===== src/rtl/beam_latch_pkg.sv =====
package beam_latch_pkg;
  typedef enum logic [1:0] {
    SEL_TRIG = 2'd0,
    SEL_HORZ = 2'd1,
    SEL_VERT = 2'd2,
    SEL_STAT = 2'd3
  } regSelT;

  typedef struct packed {
    logic anyRead;
    logic readTrig;
    logic capture;
    logic readH;
    logic readV;
    logic readStat;
    logic hiByteH;
    logic hiByteV;
    logic statBit6;
  } strobeT;
endpackage


===== src/rtl/beam_latch_ctrl.sv =====
module beam_latch_ctrl
  import beam_latch_pkg::*;
(
  input  logic       clk,
  input  logic       rstN,
  input  logic       rdStrobe,
  input  logic [1:0] rdSel,
  input  logic       ioGate,
  output strobeT     st
);
  logic hTog, vTog, flagQ;
  logic selTrig, selH, selV, selStat;

  assign selTrig = rdStrobe && (rdSel == SEL_TRIG);
  assign selH    = rdStrobe && (rdSel == SEL_HORZ);
  assign selV    = rdStrobe && (rdSel == SEL_VERT);
  assign selStat = rdStrobe && (rdSel == SEL_STAT);

  always_comb begin
    st          = '0;
    st.anyRead  = rdStrobe;
    st.readTrig = selTrig;
    st.capture  = selTrig && ioGate;
    st.readH    = selH;
    st.readV    = selV;
    st.readStat = selStat;
    st.hiByteH  = hTog;
    st.hiByteV  = vTog;
    st.statBit6 = !ioGate || flagQ;
  end

  always_ff @(posedge clk) begin
    if (!rstN) begin
      hTog  <= 1'b0;
      vTog  <= 1'b0;
      flagQ <= 1'b0;
    end else begin
      if (selStat) begin
        hTog <= 1'b0;
        vTog <= 1'b0;
      end else begin
        if (selH) hTog <= !hTog;
        if (selV) vTog <= !vTog;
      end
      if (st.capture) flagQ <= 1'b1;
      else if (selStat && ioGate) flagQ <= 1'b0;
    end
  end

  a_r4_capture_sets_flag: assert property (@(posedge clk) disable iff (!rstN)
    st.capture |=> flagQ);
  a_r4_status_clears_flag: assert property (@(posedge clk) disable iff (!rstN)
    (selStat && ioGate) |=> !flagQ);
  a_r5_flag_kept_ungated: assert property (@(posedge clk) disable iff (!rstN)
    (selStat && !ioGate && flagQ) |=> flagQ);
  a_r7_status_clears_toggles: assert property (@(posedge clk) disable iff (!rstN)
    selStat |=> (!hTog && !vTog));
  a_r6_h_toggle_flips: assert property (@(posedge clk) disable iff (!rstN)
    selH |=> (hTog != $past(hTog)));
  a_r6_v_toggle_flips: assert property (@(posedge clk) disable iff (!rstN)
    selV |=> (vTog != $past(vTog)));
endmodule


===== src/rtl/beam_latch_dpath.sv =====
module beam_latch_dpath
  import beam_latch_pkg::*;
#(
  parameter int CNT_W   = 9,
  parameter int DATA_W  = 8,
  parameter logic [3:0] VERSION = 4'd3
) (
  input  logic              clk,
  input  logic              rstN,
  input  strobeT            st,
  input  logic [CNT_W-1:0]  hLive,
  input  logic [CNT_W-1:0]  vLive,
  input  logic              fieldIn,
  input  logic              region50,
  input  logic [DATA_W-1:0] cpuOpenBus,
  output logic [DATA_W-1:0] rdData,
  output logic              rdValid
);
  localparam int HI_W = CNT_W - DATA_W;

  logic [CNT_W-1:0]  hCap, vCap;
  logic [DATA_W-1:0] busLatch;
  logic [DATA_W-1:0] hByte, vByte, statByte, nextByte;

  assign hByte = st.hiByteH ? {busLatch[DATA_W-1:HI_W], hCap[CNT_W-1:DATA_W]}
                            : hCap[DATA_W-1:0];
  assign vByte = st.hiByteV ? {busLatch[DATA_W-1:HI_W], vCap[CNT_W-1:DATA_W]}
                            : vCap[DATA_W-1:0];
  assign statByte = {fieldIn, st.statBit6, busLatch[5], region50, VERSION};

  always_comb begin
    nextByte = busLatch;
    if (st.readH)         nextByte = hByte;
    else if (st.readV)    nextByte = vByte;
    else if (st.readStat) nextByte = statByte;
    else if (st.readTrig) nextByte = cpuOpenBus;
  end

  always_ff @(posedge clk) begin
    if (!rstN) begin
      hCap     <= '0;
      vCap     <= '0;
      busLatch <= '1;
      rdData   <= '1;
      rdValid  <= 1'b0;
    end else begin
      rdValid <= st.anyRead;
      if (st.anyRead) rdData <= nextByte;
      if (st.capture) begin
        hCap <= hLive;
        vCap <= vLive;
      end
      if (st.readH || st.readV || st.readStat) busLatch <= nextByte;
    end
  end

  a_r10_valid_follows_read: assert property (@(posedge clk) disable iff (!rstN)
    st.anyRead |=> rdValid);
  a_r2_capture_copies: assert property (@(posedge clk) disable iff (!rstN)
    st.capture |=> (hCap == $past(hLive) && vCap == $past(vLive)));
  a_r3_no_capture_holds: assert property (@(posedge clk) disable iff (!rstN)
    !st.capture |=> ($stable(hCap) && $stable(vCap)));
  a_r9_latch_hold: assert property (@(posedge clk) disable iff (!rstN)
    !(st.readH || st.readV || st.readStat) |=> $stable(busLatch));
  a_r6_high_keeps_upper: assert property (@(posedge clk) disable iff (!rstN)
    (st.readH && st.hiByteH) |=> (rdData[DATA_W-1:HI_W] == $past(busLatch[DATA_W-1:HI_W])));
endmodule


===== src/rtl/beam_latch_readout.sv =====
module beam_latch_readout
  import beam_latch_pkg::*;
#(
  parameter int CNT_W   = 9,
  parameter int DATA_W  = 8,
  parameter logic [3:0] VERSION = 4'd3
) (
  input  logic              clk,
  input  logic              rstN,
  input  logic              rdStrobe,
  input  logic [1:0]        rdSel,
  input  logic              ioGate,
  input  logic [CNT_W-1:0]  hLive,
  input  logic [CNT_W-1:0]  vLive,
  input  logic              fieldIn,
  input  logic              region50,
  input  logic [DATA_W-1:0] cpuOpenBus,
  output logic [DATA_W-1:0] rdData,
  output logic              rdValid
);
  strobeT st;

  beam_latch_ctrl ctrl_i (
    .clk(clk), .rstN(rstN), .rdStrobe(rdStrobe), .rdSel(rdSel),
    .ioGate(ioGate), .st(st)
  );

  beam_latch_dpath #(.CNT_W(CNT_W), .DATA_W(DATA_W), .VERSION(VERSION)) dpath_i (
    .clk(clk), .rstN(rstN), .st(st), .hLive(hLive), .vLive(vLive),
    .fieldIn(fieldIn), .region50(region50), .cpuOpenBus(cpuOpenBus),
    .rdData(rdData), .rdValid(rdValid)
  );
endmodule


===== config.mk =====
export PLATFORM = sky130hd
export DESIGN_NAME = beam_latch_readout
export DESIGN_NICKNAME = d
export VERILOG_FILES = /design/src/rtl/beam_latch_pkg.sv /design/src/rtl/beam_latch_ctrl.sv /design/src/rtl/beam_latch_dpath.sv /design/src/rtl/beam_latch_readout.sv
export SDC_FILE = /design/constraint.sdc
export NUM_CORES = 1
export LEC_CHECK = 0
export BUFFER_PORTS_ARGS = -buffer_cell sky130_fd_sc_hd__buf_2
export CAP_MARGIN = 15
export CORE_AREA = 5 5 68 70
export DETAILED_ROUTE_END_ITERATION = 16
export DIE_AREA = 0 0 73 75
export PLACE_DENSITY = 0.76
export SYNTH_ARGS = -nofsm -noshare
export SYNTH_HDL_FRONTEND = slang
export SYNTH_HIERARCHICAL = 1
export SYNTH_SLANG_ARGS = --single-unit

===== constraint.sdc =====
create_clock -name clk -period 1.52 [get_ports clk]
set_input_delay 0.076 -clock clk [delete_from_list [all_inputs] [get_ports clk]]
set_output_delay 0.076 -clock clk [all_outputs]
set_load 0.005 [all_outputs]

==> results.sh <==
export IMPL_status="complete, no violations"
export IMPL_clock_path_buffers=2
export IMPL_worst_slack_ns=0.0814
export IMPL_design_area_um2=2350
export IMPL_setup_viol=0
export IMPL_grt_total_usage_pct=17.7
export IMPL_drv_cap=0
export IMPL_slew_violations=0
export IMPL_route_detailed_drc=0
export IMPL_synth_distinct_cells=41
export IMPL_core_region_area_um2=3910
export IMPL_ys_async_sr_fraction_pct=0
export IMPL_cts_max_level=2
export IMPL_cts_resized=0
export IMPL_antennaDiodeCount=0
export IMPL_cts_setup_buffers=0
export IMPL_die_area_um2=5480
export IMPL_finClkSkew_ns=0.00321
export IMPL_fp_dieW_um=73
export IMPL_required_ns=1.70
export IMPL_drtIter0Drc=96
export IMPL_syn_nets=244
export IMPL_syn_inst=210
export IMPL_critical_path_class="reg -> reg"
export IMPL_io_pin_count=43
export IMPL_worst_pin_slew_ns=0.277
export IMPL_final_common_cell="buf_2"
export IMPL_p_per_area_nw_per_um2=912
export IMPL_gp_congestion=0.841
export IMPL_overflow=0
export IMPL_routed_via_density=5.32
export IMPL_clk_pin_slew_ns=0.07
export IMPL_place_ws_ns=-0.00456
export IMPL_holdPathEnd="dpath_i/vCap[8]"
export IMPL_whs_path_depth=3
export IMPL_slew_headroom_pct=81.0
export IMPL_drive_gt1_share_pct=29.9
export IMPL_rsz0062_at_grt="false"
export IMPL_fin_nets=287
export IMPL_synthFlopType="dfxtp_1"
export IMPL_syn_to_final_growth_pct=16.7
export IMPL_yosys_warnings=6
export IMPL_place_area_um2=2260
export IMPL_netlist_area_um2=2020
export IMPL_cts_tree="done"
export IMPL_stdcell_count=304
export IMPL_final_setup_tns_ns=0
export IMPL_mostFrequentLayoutCells="42 x buf_2, 38 x dfxtp_1, 34 x mux2i_1, 19 x nor2b_1, 18 x nand2_1"
export IMPL_ys_seq_area_share_pct=37.7
export IMPL_ir_drop_v=0.000675
export IMPL_cellLeakagePower_nw=0.918
export IMPL_r2r_start="ctrl_i/hTog"
export IMPL_portBuffers=42
export IMPL_layout_worst_path_cycle_share_pct=94.6
export IMPL_placed_cells=296
export IMPL_final_min_clock_period_ns=1.44
export IMPL_first_pass_iters=4
export IMPL_cp_max_fo=7
export IMPL_power_total_mw=2.15
export IMPL_fmax_mhz=695
export IMPL_dp_hpwl_um=3430
export IMPL_cts_buffers=5
export IMPL_cts_root_buf="clkbuf_8"
export IMPL_rows=23
export IMPL_crit_path_end_kind="flip-flop"
export IMPL_crit_path_start_kind="flip-flop"
export IMPL_worstSkewPairLatency_ns=0.29
export IMPL_antenna_left=0
export IMPL_clock_sinks=38
export IMPL_grt_pass1_vias=1549
export IMPL_antenna_found_initial=0
export IMPL_drt_total_wl_um=4440
export IMPL_grt_max_degree=20
export IMPL_ff2ff_path_depth=4
export IMPL_die_h_um=75
export IMPL_hold_path_class="in -> reg"
export IMPL_grt_pass1_wl_um=7400
export IMPL_min_delay_start="vLive[8]"
export IMPL_synth_edf_count=0
export IMPL_critical_path_arrival_ns=1.62
export IMPL_r2r_end="dpath_i/rdData[1]"
export IMPL_synth_seq_cells=38
export IMPL_hold_buffers=0
export IMPL_start_util_pct=51.5
export IMPL_synth_avg_cell_area_um2=9.60
export IMPL_timing_reg2reg_setup_slack_ns=0.08
export IMPL_detail_route_wl_per_cell_um=14.6
export IMPL_finalHoldViolations=0
export IMPL_holdWs_ns=0.0383
export IMPL_num_vias=1617
export IMPL_postLayoutCoreUtil_pct=60.1
final cells by class:
type                    count  area (µm²)
clock inverters             1        5.00
fillers                   384        1560
inverters                   3        11.3
clock buffers               7        86.3
repair buffers             56         328
flip-flops and latches     38         761
well taps                  50        62.6
multi-input cells         149        1100
critical path, cell delays in order, from the launching register on:
cell     delay, ns
dfxtp_1       0.51
buf_4         0.20
mux2_1        0.33
a21oi_1       0.20
o21ai_1       0.08
Yosys cell counts, drive strengths merged, types with 4 or more instances:
library cell | count | area [µm²]
nand2 | 18 | 67.6
mux2 | 7 | 90.1
o21ai | 11 | 55.1
nand2b | 5 | 31.3
a21oi | 8 | 47.6
nor2 | 10 | 40.0
dfxtp | 38 | 761
a21boi | 9 | 67.6
clkbuf | 4 | 15.0
nor2b | 19 | 119
buf | 16 | 130
mux2i | 34 | 340
power breakdown:
| group | leakage [nW] | internal (mW) | switching (mW) |
|---|---|---|---|
| logic | 0.559 | 0.184 | 0.173 |
| registers | 0.311 | 1.05 | 0.0385 |
| clock network | 0.0482 | 0.365 | 0.337 |
worst max path at each step:
stage / start / endpoint / slack, ns / cells after the start
5_1_grt: ctrl_i/hTog / dpath_i/rdData[1] / 0.02 / 4
4_1_cts: ctrl_i/hTog / dpath_i/rdData[1] / 0.11 / 4
3_5_place_dp: rdStrobe / dpath_i/busLatch[6] / -0.005 / 7
6_report: ctrl_i/hTog / dpath_i/rdData[1] / 0.08 / 4
2_1_floorplan: ctrl_i/hTog / dpath_i/busLatch[6] / 0.19 / 5
3_3_place_gp: rdStrobe / dpath_i/busLatch[6] / 0.08 / 7
kinds of logic after synthesis:
family                 share of synthesized area [%]
muxes                                           21.4
AOI/OAI and AO/OA                               15.6
and+or+nand+nor                                 17.5
DFF                                             37.7
buffers and inverters                           7.76
sequential cells by signal (all words and copies together) (netlist names):
register / cells
ctrl_i/flagQ: 1
ctrl_i/hTog: 1
ctrl_i/vTog: 1
dpath_i/busLatch: 8
dpath_i/hCap: 9
dpath_i/rdData: 8
dpath_i/rdValid: 1
dpath_i/vCap: 9
layer usage:
metal / GRT usage, % / vias to the layer above / wire, µm / part of all wire, %
met5: 0 / - / 0 / 0
met3: 5.21 / 5 / 270 / 6.1
li1: - / 823 / - / -
met2: 27.2 / 44 / 1990 / 45
met4: 5.53 / 0 / 55 / 1.2
met1: 23.9 / 745 / 2120 / 48
Note: power is estimated with default switching activity, not from simulation.
